## config.mk

```make
export PLATFORM = sky130hd
export DESIGN_NAME = int_exec_unit
export DESIGN_NICKNAME = d
export VERILOG_FILES = /design/src/rtl/int_exec_pkg.sv /design/src/rtl/exec_bitwise.sv /design/src/rtl/exec_shifter.sv /design/src/rtl/exec_addsub.sv /design/src/rtl/int_exec_unit.sv
export SDC_FILE = /design/constraint.sdc
export NUM_CORES = 1
export LEC_CHECK = 0
export BUFFER_PORTS_ARGS = -buffer_cell sky130_fd_sc_hd__buf_4
export CAP_MARGIN = 10
export CORE_UTILIZATION = 60
export DETAILED_ROUTE_END_ITERATION = 8
export PLACE_DENSITY_LB_ADDON = 0.3
export SETUP_SLACK_MARGIN = 0.5
export SLEW_MARGIN = 20
export SYNTH_ARGS = -nofsm -noshare
export SYNTH_HDL_FRONTEND = slang
export SYNTH_SLANG_ARGS = --single-unit
export TNS_END_PERCENT = 30
```

## constraint.sdc

```tcl
create_clock -name vclk -period 4.7
set_input_delay 0.235 -clock vclk [all_inputs]
set_output_delay 0.235 -clock vclk [all_outputs]
set_load 0.1 [all_outputs]
```

## src/rtl/int_exec_pkg.sv

```systemverilog
package int_exec_pkg;
    localparam int DATA_W = 32;
    localparam int IMM_W  = 16;
    localparam int OP_W   = 5;

    typedef enum logic [OP_W-1:0] {
        OP_AND   = 5'd0,
        OP_OR    = 5'd1,
        OP_ANDI  = 5'd2,
        OP_ORI   = 5'd3,
        OP_SLL   = 5'd4,
        OP_SRL   = 5'd5,
        OP_SRA   = 5'd6,
        OP_LUI   = 5'd7,
        OP_ADD   = 5'd8,
        OP_ADDU  = 5'd9,
        OP_ADDI  = 5'd10,
        OP_ADDIU = 5'd11,
        OP_SUB   = 5'd12,
        OP_SUBU  = 5'd13,
        OP_SLT   = 5'd14,
        OP_SLTU  = 5'd15,
        OP_SLTI  = 5'd16,
        OP_SLTIU = 5'd17
    } exec_op_e;
endpackage

```

## src/rtl/exec_bitwise.sv

```systemverilog
module exec_bitwise #(
    parameter int W = 32
) (
    input  logic [W-1:0] lhs,
    input  logic [W-1:0] rhs,
    input  logic         pick_or,
    output logic [W-1:0] dout
);
    // Each output bit depends only on the same bit of both inputs.
    for (genvar i = 0; i < W; i++) begin : g_bit
        assign dout[i] = pick_or ? (lhs[i] | rhs[i]) : (lhs[i] & rhs[i]);
    end
endmodule

```

## src/rtl/exec_shifter.sv

```systemverilog
module exec_shifter #(
    parameter int W  = 32,
    parameter int SW = $clog2(W)
) (
    input  logic [W-1:0]  din,
    input  logic [SW-1:0] amt,
    input  logic          go_left,
    input  logic          sign_fill,
    output logic [W-1:0]  dout
);
    logic [W-1:0] pre;
    logic [W-1:0] stg [0:SW];
    logic         fill;

    // Reverse the word on the way in for a left shift, so a single
    // right shifter serves all three shift kinds.
    for (genvar i = 0; i < W; i++) begin : g_rev_in
        assign pre[i] = go_left ? din[W-1-i] : din[i];
    end

    assign fill   = sign_fill & ~go_left & din[W-1];
    assign stg[0] = pre;

    // One stage per bit of the shift count.
    for (genvar k = 0; k < SW; k++) begin : g_stage
        localparam int D = 1 << k;
        assign stg[k+1] = amt[k] ? {{D{fill}}, stg[k][W-1:D]} : stg[k];
    end

    // Reverse back on the way out for a left shift.
    for (genvar i = 0; i < W; i++) begin : g_rev_out
        assign dout[i] = go_left ? stg[SW][W-1-i] : stg[SW][i];
    end

    always_comb begin
        if (amt == '0) begin
            AST_SHIFT_ZERO_IDENT: assert (dout == din);
        end
    end
endmodule

```

## src/rtl/exec_addsub.sv

```systemverilog
module exec_addsub #(
    parameter int W = 32
) (
    input  logic [W-1:0] x,
    input  logic [W-1:0] y,
    input  logic         do_sub,
    output logic [W-1:0] sum,
    output logic         carry,
    output logic         ovf_s
);
    logic [W-1:0] y_eff;

    assign y_eff          = do_sub ? ~y : y;
    assign {carry, sum}   = {1'b0, x} + {1'b0, y_eff} + {{W{1'b0}}, do_sub};
    assign ovf_s          = (x[W-1] == y_eff[W-1]) && (sum[W-1] != x[W-1]);

    always_comb begin
        if (do_sub && (x == y)) begin
            AST_SUB_SELF_ZERO: assert (sum == '0 && carry && !ovf_s);
        end
    end
endmodule

```

## src/rtl/int_exec_unit.sv

```systemverilog
module int_exec_unit
    import int_exec_pkg::*;
#(
    parameter int DW  = DATA_W,
    parameter int IW  = IMM_W,
    parameter int SHW = $clog2(DW)
) (
    input  logic [OP_W-1:0] op_sel,
    input  logic [DW-1:0]   opa,
    input  logic [DW-1:0]   opb,
    input  logic [IW-1:0]   imm,
    input  logic [SHW-1:0]  shamt,
    output logic [DW-1:0]   result,
    output logic            ovf
);
    localparam int EXT_W = DW - IW;

    exec_op_e     op;
    logic [DW-1:0] imm_zx, imm_sx;
    logic [DW-1:0] logic_rhs, logic_out;
    logic          logic_or;
    logic [DW-1:0] shift_out;
    logic          shift_left, shift_arith;
    logic [DW-1:0] arith_rhs, arith_sum;
    logic          arith_sub, arith_carry, arith_ovf;
    logic          lt_signed, lt_unsigned;

    assign op     = exec_op_e'(op_sel);
    assign imm_zx = {{EXT_W{1'b0}}, imm};
    assign imm_sx = {{EXT_W{imm[IW-1]}}, imm};

    // Bitwise path: the immediate forms use zero extension.
    assign logic_rhs = (op == OP_ANDI || op == OP_ORI) ? imm_zx : opb;
    assign logic_or  = (op == OP_OR || op == OP_ORI);

    exec_bitwise #(.W(DW)) u_bitwise (
        .lhs     (opa),
        .rhs     (logic_rhs),
        .pick_or (logic_or),
        .dout    (logic_out)
    );

    // Shift path.
    assign shift_left  = (op == OP_SLL);
    assign shift_arith = (op == OP_SRA);

    exec_shifter #(.W(DW), .SW(SHW)) u_shifter (
        .din       (opa),
        .amt       (shamt),
        .go_left   (shift_left),
        .sign_fill (shift_arith),
        .dout      (shift_out)
    );

    // Adder path: the add and compare immediate forms use sign extension.
    assign arith_rhs = (op == OP_ADDI || op == OP_ADDIU ||
                        op == OP_SLTI || op == OP_SLTIU) ? imm_sx : opb;
    assign arith_sub = (op == OP_SUB  || op == OP_SUBU  || op == OP_SLT ||
                        op == OP_SLTU || op == OP_SLTI  || op == OP_SLTIU);

    exec_addsub #(.W(DW)) u_addsub (
        .x      (opa),
        .y      (arith_rhs),
        .do_sub (arith_sub),
        .sum    (arith_sum),
        .carry  (arith_carry),
        .ovf_s  (arith_ovf)
    );

    assign lt_signed   = arith_sum[DW-1] ^ arith_ovf;
    assign lt_unsigned = ~arith_carry;

    always_comb begin
        result = '0;
        ovf    = 1'b0;
        unique case (op)
            OP_AND, OP_OR, OP_ANDI, OP_ORI: result = logic_out;
            OP_SLL, OP_SRL, OP_SRA:         result = shift_out;
            OP_LUI:                         result = {imm, {EXT_W{1'b0}}};
            OP_ADD, OP_ADDI, OP_SUB: begin
                result = arith_sum;
                ovf    = arith_ovf;
            end
            OP_ADDU, OP_ADDIU, OP_SUBU:     result = arith_sum;
            OP_SLT, OP_SLTI:                result = {{(DW-1){1'b0}}, lt_signed};
            OP_SLTU, OP_SLTIU:              result = {{(DW-1){1'b0}}, lt_unsigned};
            default: begin
                result = '0;
                ovf    = 1'b0;
            end
        endcase
    end

    always_comb begin
        if (ovf) begin
            AST_NO_OVERFLOW: assert (op == OP_ADD || op == OP_ADDI || op == OP_SUB);
        end
        if (op == OP_SLT || op == OP_SLTU || op == OP_SLTI || op == OP_SLTIU) begin
            AST_CMP_BIT0_ONLY: assert (result[DW-1:1] == '0);
        end
        if (op == OP_LUI) begin
            AST_LUI_LOW_CLEAR: assert (result[EXT_W-1:0] == '0);
        end
        if (op == OP_ORI) begin
            AST_ORI_HIGH_KEEP: assert (result[DW-1:IW] == opa[DW-1:IW]);
        end
    end
endmodule

```

==> impl_metrics.toml <==
[placement]
gp_congestion = 1.14
post-place-cells = 1047
hpwlAfterDp_um = 21400
port_buffers = 123

[yosys]
yosysMostFrequentCell = "nand2_1"
synth.area.top_cells = "mux4_2 16%, mux2i_1 7.5%, xnor2_1 6.9%, ha_1 6.7%, a21oi_1 6.6%"
synth.largest_area_cell = "mux4_2"
seq_area_frac_synth = 0
synth_top_area_share = 0.161
syn_avg_cell_area_um2 = 7.50
synth.top_cells.by_count = "95 x nand2_1, 83 x a21oi_1, 66 x nor2_1"
syn-num-nets = 966
syn_inst = 841
yosysWarnings = 0
synth_cell_types = 79
netlist_area_um2 = 6310

[layout]
multi_input_area_um2 = 6300
num_antenna_cells = 0
flops_and_latches = 0
drive_gt1_frac = 0.319
fillers = 712
area_growth_pct = 27.0
fin_nets = 1077
n_clock_buffer = 0
layout.cells.non_filler = 1086
seqCellArea_um2 = 0

[sta]
tns_ps = 0
hold_viol_final = 0
period_share = 0.923
rsz0062_at_grt = "true"
fmax_mhz = 230
slew-limit-headroom = 0.316
tightest_slew_ps = 1020
final_max_slew_viol_count = 0
finalSetupViolCount = 0
period_needed_ps = 4340

[global_routing]
overflow = 0
grt_use_total = 0.504
antenna_found_initial = 0
grt_pass1_wl_um = 42900
grt_pass1_vias = 7482
grt_start_max_net_pins = 66

[setup_path]
cp-end-kind = "output port"
cp_max_fo = 8
start_kind = "input port"
crit_chain = "buf_12 > nor4b_4 > buf_4 > nor2_4 > buf_6 > mux2i_1 > xnor2_1 > inv_1 > fa_2 > nor2b_4 > o2111ai_4 > a211oi_4 > buf_4 > a211oi_1 > o21bai_1 > a31oi_1 > xor2_1 > o221ai_1 > buf_6"
cp_data_arrival_time_ps = 4110
slowest_stage = "fa_2"
slowest_delay_ps = 400
crit_required_ps = 4470
worst-setup-path-type = "input port to output port"

[power]
irDropWorstVdd_uv = 195
p_leak_uw = 0.00333
p_per_area_nw_per_um2 = 215

[floorplanning]
die_w_um = 105
die_area_um2 = 10900
ios = 123
die_h_um = 105
coreArea_um2 = 10300
initial_core_util = 0.614
num_rows = 37

[detailed_routing]
wl_um = 29600
dr.pass1.iters = 7
drc = 0
num_vias = 8569
ant_nets = 0
avgRoutedWirePerCell_um = 27.2
dr.first_iter.drc_count = 1545
routed_via_density = 7.89

[run]
maxCapViolations = 0

[outcome]
status = "completed"

[worst_hold_path]
min_path_type = "input port to output port"
==> stage by stage <==
| step | setup slack, ps | area [um^2] | power [uW] | util | hold slack (ps) |
|---|---|---|---|---|---|
| 3_3_place_gp | 108 | 7400 | 1490 | 0.720 | 1040 |
| 4_1_cts | 465 | 7520 | 1530 | 0.732 | 1040 |
| 2_1_floorplan | 57.7 | 6510 | 1110 | - | 839 |
| 5_1_grt | 328 | 8010 | 1770 | 0.780 | 1050 |
| 6_report | 360 | 8010 | 1720 | 0.780 | 1020 |
| 3_5_place_dp | 10.3 | 7400 | 1510 | 0.720 | 1030 |
==> worst paths after layout <==
kind | from | end | slack (ps) | cells after the start
hold / removal | imm[11] | result[27] | 1020 | 4
setup / recovery | op_sel[4] | result[12] | 360 | 19
==> report_power, final <==
part           leakage (uW)  internal, uW  total (uW)  switching [uW]
Combinational       0.00333           621        1720            1100
Sequential                0             0           0               0
Clock                     0             0           0               0
==> layer usage <==
layer / part of all wire / track usage / vias to the layer above
li1: - / - / 3525
met2: 0.42 / 0.779 / 912
met3: 0.16 / 0.104 / 241
met1: 0.33 / 0.651 / 3891
met4: 0.086 / 0.289 / 0
met5: 0 / 0 / -
==> cell type report <==
cell class                      count  share of cell area
Multi-Input combinational cell    756               0.786
Tap cell                          136              0.0212
Timing Repair Buffer              178               0.185
Inverter                           16             0.00750
==> cell usage in the layout (no fill, tap or decap), types with 10 or more instances in the layout <==
| master | n |
|---|---|
| mux2_2 | 11 |
| o211ai_1 | 26 |
| buf_6 | 10 |
| nor3_1 | 12 |
| ha_1 | 26 |
| a21o_1 | 17 |
| a21oi_1 | 74 |
| o221ai_1 | 10 |
| a221oi_1 | 12 |
| o22ai_1 | 16 |
| and3_1 | 10 |
| mux2i_1 | 45 |
| mux4_2 | 45 |
| nor2_1 | 64 |
| xnor2_1 | 47 |
| inv_1 | 13 |
| buf_4 | 159 |
| o21ai_0 | 24 |
| nand2_1 | 94 |
| a221o_1 | 13 |
==> repair_timing <==
item,in CTS,in global routing
hold buffers,0,0
gates cloned,1,0
endpoints found under the setup margin,23,18
gates resized for setup,8,59
pin swaps,5,29
setup buffers,10,28
==> cell families (layout without fill, tap and decap cells) <==
family          Yosys count  count (layout)  share of synthesized area
compound gates          297             297                      0.326
buf+inv                  86             194                     0.0571
mux                     103             103                      0.255
fa+ha+maj                43              43                     0.0833
simple gates            255             256                      0.199
xor+xnor                 57              57                     0.0791
==> worst max-delay path: cells and delay by family <==
kind	cells	cell delay, ps
compound gates	6	1290
buf+inv	6	970
simple gates	3	580
fa+ha+maj	1	400
xor+xnor	2	370
mux	1	210
Power figures use the tool's default switching activity.
